### src/rtl/hsu_rx_pkg.sv
package hsu_rx_pkg;
  localparam int DATA_W = 8;
  localparam int WORD_W = 11;
  localparam int BITS_PER_CHAR = 10;

  typedef struct packed {
    logic             brk;
    logic             fe;
    logic [DATA_W-1:0] data;
  } rx_char_t;

  function automatic int trig_level(input logic [2:0] sel);
    case (sel)
      3'd0:    return 1;
      3'd1:    return 4;
      3'd2:    return 8;
      3'd3:    return 16;
      3'd4:    return 32;
      default: return 48;
    endcase
  endfunction

  function automatic int idle_chars(input logic [1:0] sel);
    case (sel)
      2'd1:    return 4;
      2'd2:    return 8;
      2'd3:    return 16;
      default: return 0;
    endcase
  endfunction
endpackage

### src/rtl/hsu_rx_deser.sv
module hsu_rx_deser
  import hsu_rx_pkg::*;
#(
  parameter int OVS   = 16,
  localparam int CW   = $clog2(OVS),
  localparam int BIT_W = $clog2(DATA_W)
) (
  input  logic     clk_i,
  input  logic     rst_ni,
  input  logic     rxd_i,
  input  logic     tick_i,
  output logic     vld_o,
  output rx_char_t chr_o
);
  typedef enum logic [2:0] {S_IDLE, S_START, S_DATA, S_STOP, S_HOLD} st_e;

  st_e              st_q;
  logic [1:0]       sync_q;
  logic [CW-1:0]    cnt_q;
  logic [BIT_W-1:0] bit_q;
  logic [DATA_W-1:0] shr_q;
  logic             rxd_s;

  assign rxd_s = sync_q[1];

  always_ff @(posedge clk_i or negedge rst_ni) begin
    if (!rst_ni) begin
      sync_q <= 2'b11;
      st_q   <= S_IDLE;
      cnt_q  <= '0;
      bit_q  <= '0;
      shr_q  <= '0;
      vld_o  <= 1'b0;
      chr_o  <= '0;
    end else begin
      sync_q <= {sync_q[0], rxd_i};
      vld_o  <= 1'b0;
      if (tick_i) begin
        unique case (st_q)
          S_IDLE: if (!rxd_s) begin
            st_q  <= S_START;
            cnt_q <= '0;
          end
          S_START: begin
            if (cnt_q == CW'(OVS/2 - 1)) begin
              cnt_q <= '0;
              bit_q <= '0;
              st_q  <= rxd_s ? S_IDLE : S_DATA;   // glitch rejected at mid start
            end else cnt_q <= cnt_q + 1'b1;
          end
          S_DATA: begin
            if (cnt_q == CW'(OVS - 1)) begin
              cnt_q <= '0;
              shr_q <= {rxd_s, shr_q[DATA_W-1:1]};
              if (bit_q == BIT_W'(DATA_W - 1)) st_q <= S_STOP;
              else bit_q <= bit_q + 1'b1;
            end else cnt_q <= cnt_q + 1'b1;
          end
          S_STOP: begin
            if (cnt_q == CW'(OVS - 1)) begin
              cnt_q      <= '0;
              vld_o      <= 1'b1;
              chr_o.data <= shr_q;
              chr_o.brk  <= !rxd_s && (shr_q == '0);
              chr_o.fe   <= !rxd_s && (shr_q != '0);
              st_q       <= rxd_s ? S_IDLE : S_HOLD;
            end else cnt_q <= cnt_q + 1'b1;
          end
          S_HOLD: if (rxd_s) st_q <= S_IDLE;     // re-arm only once line is high
          default: st_q <= S_IDLE;
        endcase
      end
    end
  end
endmodule

### src/rtl/hsu_rx_fifo.sv
module hsu_rx_fifo
  import hsu_rx_pkg::*;
#(
  parameter int DEPTH = 64,
  localparam int AW   = $clog2(DEPTH),
  localparam int NW   = $clog2(DEPTH + 1)
) (
  input  logic          clk_i,
  input  logic          rst_ni,
  input  logic          wr_i,
  input  rx_char_t      din_i,
  input  logic          rd_i,
  output rx_char_t      dout_o,
  output logic [NW-1:0] count_o,
  output logic          full_o,
  output logic          empty_o
);
  rx_char_t      mem_q [DEPTH];
  logic [AW-1:0] wp_q, rp_q;
  logic          push, pop;

  assign full_o  = (count_o == NW'(DEPTH));
  assign empty_o = (count_o == '0);
  assign push    = wr_i && !full_o;
  assign pop     = rd_i && !empty_o;
  assign dout_o  = mem_q[rp_q];

  function automatic logic [AW-1:0] nxt(input logic [AW-1:0] p);
    return (p == AW'(DEPTH - 1)) ? '0 : p + 1'b1;
  endfunction

  always_ff @(posedge clk_i) begin
    if (push) mem_q[wp_q] <= din_i;
  end

  always_ff @(posedge clk_i or negedge rst_ni) begin
    if (!rst_ni) begin
      wp_q    <= '0;
      rp_q    <= '0;
      count_o <= '0;
    end else begin
      if (push) wp_q <= nxt(wp_q);
      if (pop)  rp_q <= nxt(rp_q);
      count_o <= count_o + NW'(push) - NW'(pop);
    end
  end
endmodule

### src/rtl/hsu_rx_idle_timer.sv
module hsu_rx_idle_timer
  import hsu_rx_pkg::*;
#(
  parameter int OVS       = 16,
  parameter int MAX_CHARS = 16,
  localparam int CHAR_TICKS = OVS * BITS_PER_CHAR,
  localparam int CW         = $clog2(MAX_CHARS * CHAR_TICKS + 1)
) (
  input  logic       clk_i,
  input  logic       rst_ni,
  input  logic       tick_i,
  input  logic       restart_i,
  input  logic       armed_i,
  input  logic [1:0] sel_i,
  output logic       expired_o
);
  logic [CW-1:0] cnt_q, lim;

  assign lim       = CW'(idle_chars(sel_i) * CHAR_TICKS);
  assign expired_o = (sel_i != 2'd0) && armed_i && (cnt_q == lim);

  always_ff @(posedge clk_i or negedge rst_ni) begin
    if (!rst_ni) cnt_q <= '0;
    else if (restart_i || !armed_i || sel_i == 2'd0) cnt_q <= '0;
    else if (tick_i && cnt_q != lim) cnt_q <= cnt_q + 1'b1;
  end
endmodule

### src/rtl/hsu_rx_path.sv
module hsu_rx_path
  import hsu_rx_pkg::*;
#(
  parameter int OVS   = 16,
  parameter int DEPTH = 64,
  localparam int NW   = $clog2(DEPTH + 1)
) (
  input  logic              clk_i,
  input  logic              rst_ni,
  input  logic              rxd_i,
  input  logic              tick_i,
  input  logic              rd_i,
  input  logic [2:0]        trig_sel_i,
  input  logic [1:0]        tmo_sel_i,
  output logic [WORD_W-1:0] rd_word_o,
  output logic [7:0]        level_o,
  output logic              trig_irq_o,
  output logic              tmo_irq_o,
  output logic              fe_evt_o,
  output logic              brk_evt_o,
  output logic              ovr_evt_o
);
  logic          char_vld;
  rx_char_t      char_d, head;
  logic [NW-1:0] count;
  logic          full, empty;

  hsu_rx_deser #(.OVS(OVS)) u_deser (
    .clk_i, .rst_ni, .rxd_i, .tick_i,
    .vld_o (char_vld),
    .chr_o (char_d)
  );

  hsu_rx_fifo #(.DEPTH(DEPTH)) u_fifo (
    .clk_i, .rst_ni,
    .wr_i    (char_vld),
    .din_i   (char_d),
    .rd_i    (rd_i),
    .dout_o  (head),
    .count_o (count),
    .full_o  (full),
    .empty_o (empty)
  );

  hsu_rx_idle_timer #(.OVS(OVS)) u_tmo (
    .clk_i, .rst_ni, .tick_i,
    .restart_i (char_vld || rd_i),
    .armed_i   (!empty),
    .sel_i     (tmo_sel_i),
    .expired_o (tmo_irq_o)
  );

  assign rd_word_o  = empty ? WORD_W'(9'h100) : {head.brk, head.fe, 1'b0, head.data};
  assign level_o    = 8'(count);
  assign trig_irq_o = (int'(count) >= trig_level(trig_sel_i));
  assign fe_evt_o   = char_vld && char_d.fe;
  assign brk_evt_o  = char_vld && char_d.brk;
  assign ovr_evt_o  = char_vld && full;
endmodule

### config.mk
export PLATFORM = sky130hd
export DESIGN_NAME = hsu_rx_path
export DESIGN_NICKNAME = d
export VERILOG_FILES = /design/src/rtl/hsu_rx_pkg.sv /design/src/rtl/hsu_rx_deser.sv /design/src/rtl/hsu_rx_fifo.sv /design/src/rtl/hsu_rx_idle_timer.sv /design/src/rtl/hsu_rx_path.sv
export SDC_FILE = /design/constraint.sdc
export NUM_CORES = 1
export LEC_CHECK = 0
export BUFFER_PORTS_ARGS = -buffer_cell sky130_fd_sc_hd__buf_2
export CORE_ASPECT_RATIO = 0.6
export CORE_MARGIN = 2
export CORE_UTILIZATION = 55
export CTS_CLUSTER_DIAMETER = 50
export DETAILED_ROUTE_END_ITERATION = 8
export PLACE_DENSITY_LB_ADDON = 0.1
export SETUP_SLACK_MARGIN = 0.3
export SYNTH_ARGS = -nofsm -noshare
export SYNTH_HDL_FRONTEND = slang
export SYNTH_HIERARCHICAL = 1
export SYNTH_SLANG_ARGS = --single-unit
### constraint.sdc
create_clock -name clk_i -period 6.81 [get_ports clk_i]
set_clock_uncertainty 0.15 [all_clocks]
set_input_delay 1.362 -clock clk_i [delete_from_list [all_inputs] [get_ports clk_i]]
set_output_delay 1.362 -clock clk_i [all_outputs]
set_load 0.05 [all_outputs]
After elaboration in Yosys (flattened, before gate mapping) --
Memories as Yosys holds them, arrays and structs flattened. Cells that the tools add are included.
Word-level totals: register bits after elaboration 62, memories 1, output and inout bits 24, bits in writable memories 640
Operators by class: eq/ne operators 26, multipliers 1, reduce and logical (&&, ||, !) cells 32, muxes and demuxes 29, $lt $le $gt $ge 1, add/sub/neg operators 7
Memories:
- u_fifo.mem_q | words 64, width 10, read ports 1, clocked after Yosys merged registers in 0, write ports 1, line hsu_rx_fifo.sv:18 | rx_char_t mem_q [DEPTH];
Operator list (count):
- greater-or-equal comparator 8 x 32 -> 1 bit | 1
- two-way mux 3 bit | 10
- one-hot mux 6 bit (5 select lines) | 1
- two-way mux 12 bit | 2
- one-hot mux 3 bit (5 select lines) | 1
- one-hot mux 5 bit (3 select lines) | 1
- adder 12 x 1 -> 12 bit (second input constant) | 1
- adder 6 x 1 -> 6 bit (second input constant) | 2
- == test 12 bit | 1
- == test 3 x 2 -> 1 bit (second input constant) | 4
- == test 6 bit (second input constant) | 2
- two-way mux 4 bit | 3
- two-way mux 6 bit | 2
- inequality test 12 bit | 1
- one-hot mux 4 bit (3 select lines) | 1
- two-way mux 11 bit | 1
- logical AND 1 bit | 10
- inequality test 2 x 1 -> 1 bit (second input constant) | 5
- == test 3 bit (second input constant) | 3
- AND reduction 3 bit | 3
- logical NOT 8 bit | 1
- nonzero test 8 bit | 1
- adder 7 x 1 -> 7 bit | 1
- == test 7 bit (second input constant) | 1
- other kinds (23) | 37

Logic depth before layout (Yosys ltp) --
depth in word-level cells 7, depth in mapped cells 17

Hierarchy --
The synthesis kept the hierarchy.
Modules (own cells, without submodules):
- hsu_rx_fifo | instances 1, cells an instance 1233, area each 25779.7 um2
- hsu_rx_deser | instances 1, cells an instance 129, area each 1443.9 um2
- hsu_rx_idle_timer | instances 1, cells an instance 80, area each 752.0 um2
- hsu_rx_path | instances 1, cells an instance 40, area each 265.3 um2

Worst setup path before layout --
No wires, ideal clock.
kind input to output, start input tmo_sel_i[1], end output tmo_irq_o, cell stages on the path 4, path slack 2.681 ns, data arrival time 2.617 ns, buffers on the path 0, cell sequence or2b_2 mux2i_1 nand3_1 nor2_1
Between the ends: word-level cells in the longest chain between the ends 5, elaborated cells on any way between the ends 9, classes of those cells mul (1); eq/ne (4); mux (1); reduce/logical (3)
Ends and longest elaborated chain:
- from (decl) | line hsu_rx_path.sv:14 | input logic [1:0] tmo_sel_i,
- == test 2 bit / == test 2 x 1 -> 1 bit (equally long branches) | line hsu_rx_pkg.sv:24 | case (sel)
- one-hot mux 5 bit (3 select lines) | line hsu_rx_pkg.sv:24
- multiplier 5 x 3 -> 7 bit | line hsu_rx_idle_timer.sv:19 | assign lim = CW'(idle_chars(sel_i) * CHAR_TICKS);
- == test 12 bit | line hsu_rx_idle_timer.sv:20 | assign expired_o = (sel_i != 2'd0) && armed_i && (cnt_q == lim);
- logical AND 1 bit * | line hsu_rx_idle_timer.sv:20
- to (decl) | line hsu_rx_path.sv:18 | output logic tmo_irq_o,
Mark *: on every way between the ends. The rest lies on a longest branch, timed or not.

==> summary.txt <==
Setup path
  • Buf/Inv on CP: 1
  • WP data arrival: 3980 ps
  • Nature of the critical path endpoint: primary output
  • Critical path startpoint category: flip-flop
  • Crit Path Class: reg2out
  • CP max FO: 16
  • CP top delay family: compound AO/OA/AOI/OAI gates
  • Required time of the critical path: 5300 ps
  • CP cell instances: and2_0 > nand2b_1 > o22ai_1 > a2111oi_0 > a41oi_1 > o311a_1 > nor2b_1 > buf_2
  • Crit path largest cell delay: 910 ps
  • Critical path's slowest cell: a2111oi_0

Timing
  • Setup tns final: 0 ps
  • Unrepaired setup endpoints after global routing: no
  • Max transition margin: 17.4%
  • Final setup violating endpoints: 0
  • Worst-Margin Slew: 1230 ps
  • Fmax: 0.182 GHz
  • Slew Viols, Final: 0
  • Hold Violations, Final: 0
  • Period utilization: 80.6%
  • Final min period: 5490 ps

Synth
  • Async set-reset flop share out of synthesis: 8.83%
  • Synth cell count leaders: edfxtp_1 (640), mux4_2 (148), nor2_1 (93), nand2_1 (72), dfrtp_1 (60)
  • Synth Area in Simple Gates: 4.79%
  • Synth cell types: 77
  • Adder-Cell Fraction of Synth Area: 1.00%
  • Prevailing post-synth register cell: edfxtp_1
  • Mapped Area: 28,200 um2
  • Largest family of logic cells by synthesized area: multiplexers
  • Post-synthesis mux area share: 14.7%
  • Seq/Total Area, Yosys: 73.6%
  • Synthesized flop and latch total: 702
  • Cell taking the most area after synthesis: edfxtp_1
  • Top post-synthesis cells by area: edfxtp_1 (68%), mux4_2 (12%), dfrtp_1 (5.3%)
  • Syn Inst Count: 1,482
  • Post-Syn Nets: 1,514
  • XOR/XNOR Fraction of Synth Area: 0.620%
  • Compound-Gate Fraction of Synth Area: 3.50%
  • Yosys warnings: 6
  • Share of Yosys cell area claimed by the top area cell type: 68.1%
  • Post-synth EDFFs: 640
  • Syn Area/Cell: 19.1 um2
  • Top-count cell post-synth: edfxtp_1

Power and ir drop
  • PD cells: 350 nW/um2
  • Pleak: 0.0104 uW
  • Peak VDD IR: 0.244 mV

Detailed routing
  • Drt wl/cell: 28.0 um
  • ANT nets after route: 0
  • Via density: 6.33
  • Final wirelength: 63,700 um
  • Iteration-0 DRC Markers: 1,868
  • Post-route DRC: 0
  • Vias: 14,400
  • DR pass1 iterations: 5

Clock network
  • Post-CTS Setup Bufs: 0
  • Clock root cell: clkbuf_16
  • Clock Path Buffers: 3
  • Clock latency on the worst-skew pair: 600 ps
  • Total CTS buffers: 66
  • Clock transition at path regs: 60 ps
  • Num Clock Sinks: 702
  • CTS Hold Buffers Added: 0
  • CTS tree: yes
  • Post-CTS sizing: 0
  • # H-tree levels: 3

Layout
  • Post-route cell area: 31,200 um2
  • Area Growth Syn to Fin: 10.5%
  • Post-layout nets: 1,565
  • Share of layout cells above drive strength 1: 21.9%
  • Fillers: 3,587
  • Final std cells w/o fill: 2,276
  • Final core utilization: 61.4%
  • # diodes: 0

Outcome
  • Status: finished clean

Job
  • Max-cap violations: 0

GRT
  • Largest net degree at the start of global routing: 71
  • Overall Global Routing Usage: 24.5%
  • Initial antenna violation count: 2
  • First-pass GRT wire length: 94,700 um
  • Vias in the first global route: 14,000
  • Total global routing overflow: 0

Die
  • Chip Width: 297 um
  • Die ar.: 53,200 um2
  • # IOs: 34
  • Initial Util: 55.5%
  • Die H: 180 um
  • # rows: 64
  • Core area: 50,800 um2

Placement
  • DPL Wire Length: 38,700 um
  • # placed instances: 2,158
  • RePlAce Congestion: 0.852
  • Port Buffers: 32
  • Placed cell areas: 29,100 um2

Worst hold path
  • Hold Path Class: reg2reg
[layout by cell type, fill, tap and decap left out, types with 7 or more instances in the layout]
master / Yosys / final
a211oi_1: 15 / 15
a21oi_1: 19 / 19
a22o_1: 9 / 9
buf_2: 18 / 32
buf_4: 15 / 24
clkbuf_1: 26 / 25
clkbuf_16: 0 / 68
clkinv_1: 0 / 7
dfrtp_1: 60 / 47
dfrtp_2: 0 / 11
edfxtp_1: 640 / 640
ha_1: 21 / 21
inv_1: 23 / 23
mux2_2: 9 / 9
mux2_4: 8 / 8
mux2i_1: 59 / 59
mux4_2: 148 / 148
nand2_1: 72 / 72
nand2b_1: 11 / 11
nand3_1: 20 / 20
nand4_1: 8 / 8
nor2_1: 93 / 93
nor2b_1: 18 / 18
o21ai_0: 21 / 21
o22ai_1: 17 / 17
o31ai_1: 8 / 8
xnor2_1: 10 / 10
xor2_1: 10 / 10
[flip-flops by register name (all words and copies together), names as in the netlist]
name            flops
u_deser/vld_o       1
u_deser/shr_q       8
u_deser/chr_o      10
u_deser/cnt_q       4
u_deser/sync_q      2
u_fifo/wp_q         6
u_fifo/rp_q         6
u_fifo/count_o      7
u_deser/st_q        3
u_deser/bit_q       3
u_fifo/mem_q      640
u_tmo/cnt_q        12
[worst register-to-register path: stages, from the launching register on]
cell,delay [ps]
dfrtp_1,420
inv_1,90
ha_1,200
nor4bb_1,170
a21boi_1,850
inv_1,450
nor2_1,400
nand3_1,550
nor2_1,1130
[worst paths after layout]
| check | start | end | slack, ps | cells past startpoint |
|---|---|---|---|---|
| min in group asynchronous | rst_ni | u_deser/chr_o[2] | 810 | 2 |
| min reg2reg | u_deser/sync_q[0] | u_deser/sync_q[1] | 200 | 0 |
| max reg2reg | u_fifo/count_o[4] | u_fifo/mem_q[62][5] | 2010 | 8 |
| max in group asynchronous | rst_ni | u_fifo/rp_q[0] | 5030 | 2 |
| min | u_deser/sync_q[0] | u_deser/sync_q[1] | 200 | 0 |
| max | u_fifo/rp_q[3] | rd_word_o[1] | 1320 | 8 |
[layout make-up]
type                    instances  area [um2]  share of cell area (%)
flip-flops and latches        702       20800                    66.6
multi-input cells             680        6960                    22.3
clock buffers                  93        1800                    5.75
well taps                     693         867                    2.78
repair buffers                 59         400                    1.28
clock inverters                25         298                   0.954
inverters                      24        90.1                   0.289
[cells by family after synthesis]
family          after synthesis
other cells                   1
fa+ha+maj                    22
mux                         225
buf+inv                     100
xor+xnor                     20
compound gates              139
simple gates                273
flops                       702
[routing by layer]
| metal | part of all wire, % | GRT usage (%) |
|---|---|---|
| met1 | 48 | 41.7 |
| met2 | 41 | 31.9 |
| met3 | 9.2 | 5.86 |
| met4 | 1.7 | 5.74 |
| met5 | 0 | 0 |
[through the flow]
step                power [uW]  setup slack [ps]  hold slack, ps
detailed placement        7420              2010             197
global placement          7400              2020             197
CTS                      11000              1320             198
finish                   10900              1320             197
global route             11400              1160             197
floorplan                 6800              2680             195
[report_power, final]
part,switching (uW),internal (uW)
Clock,1560,2050
Sequential,241,4710
Combinational,1460,907
Total,3270,7660
Power figures use the tool's default switching activity.
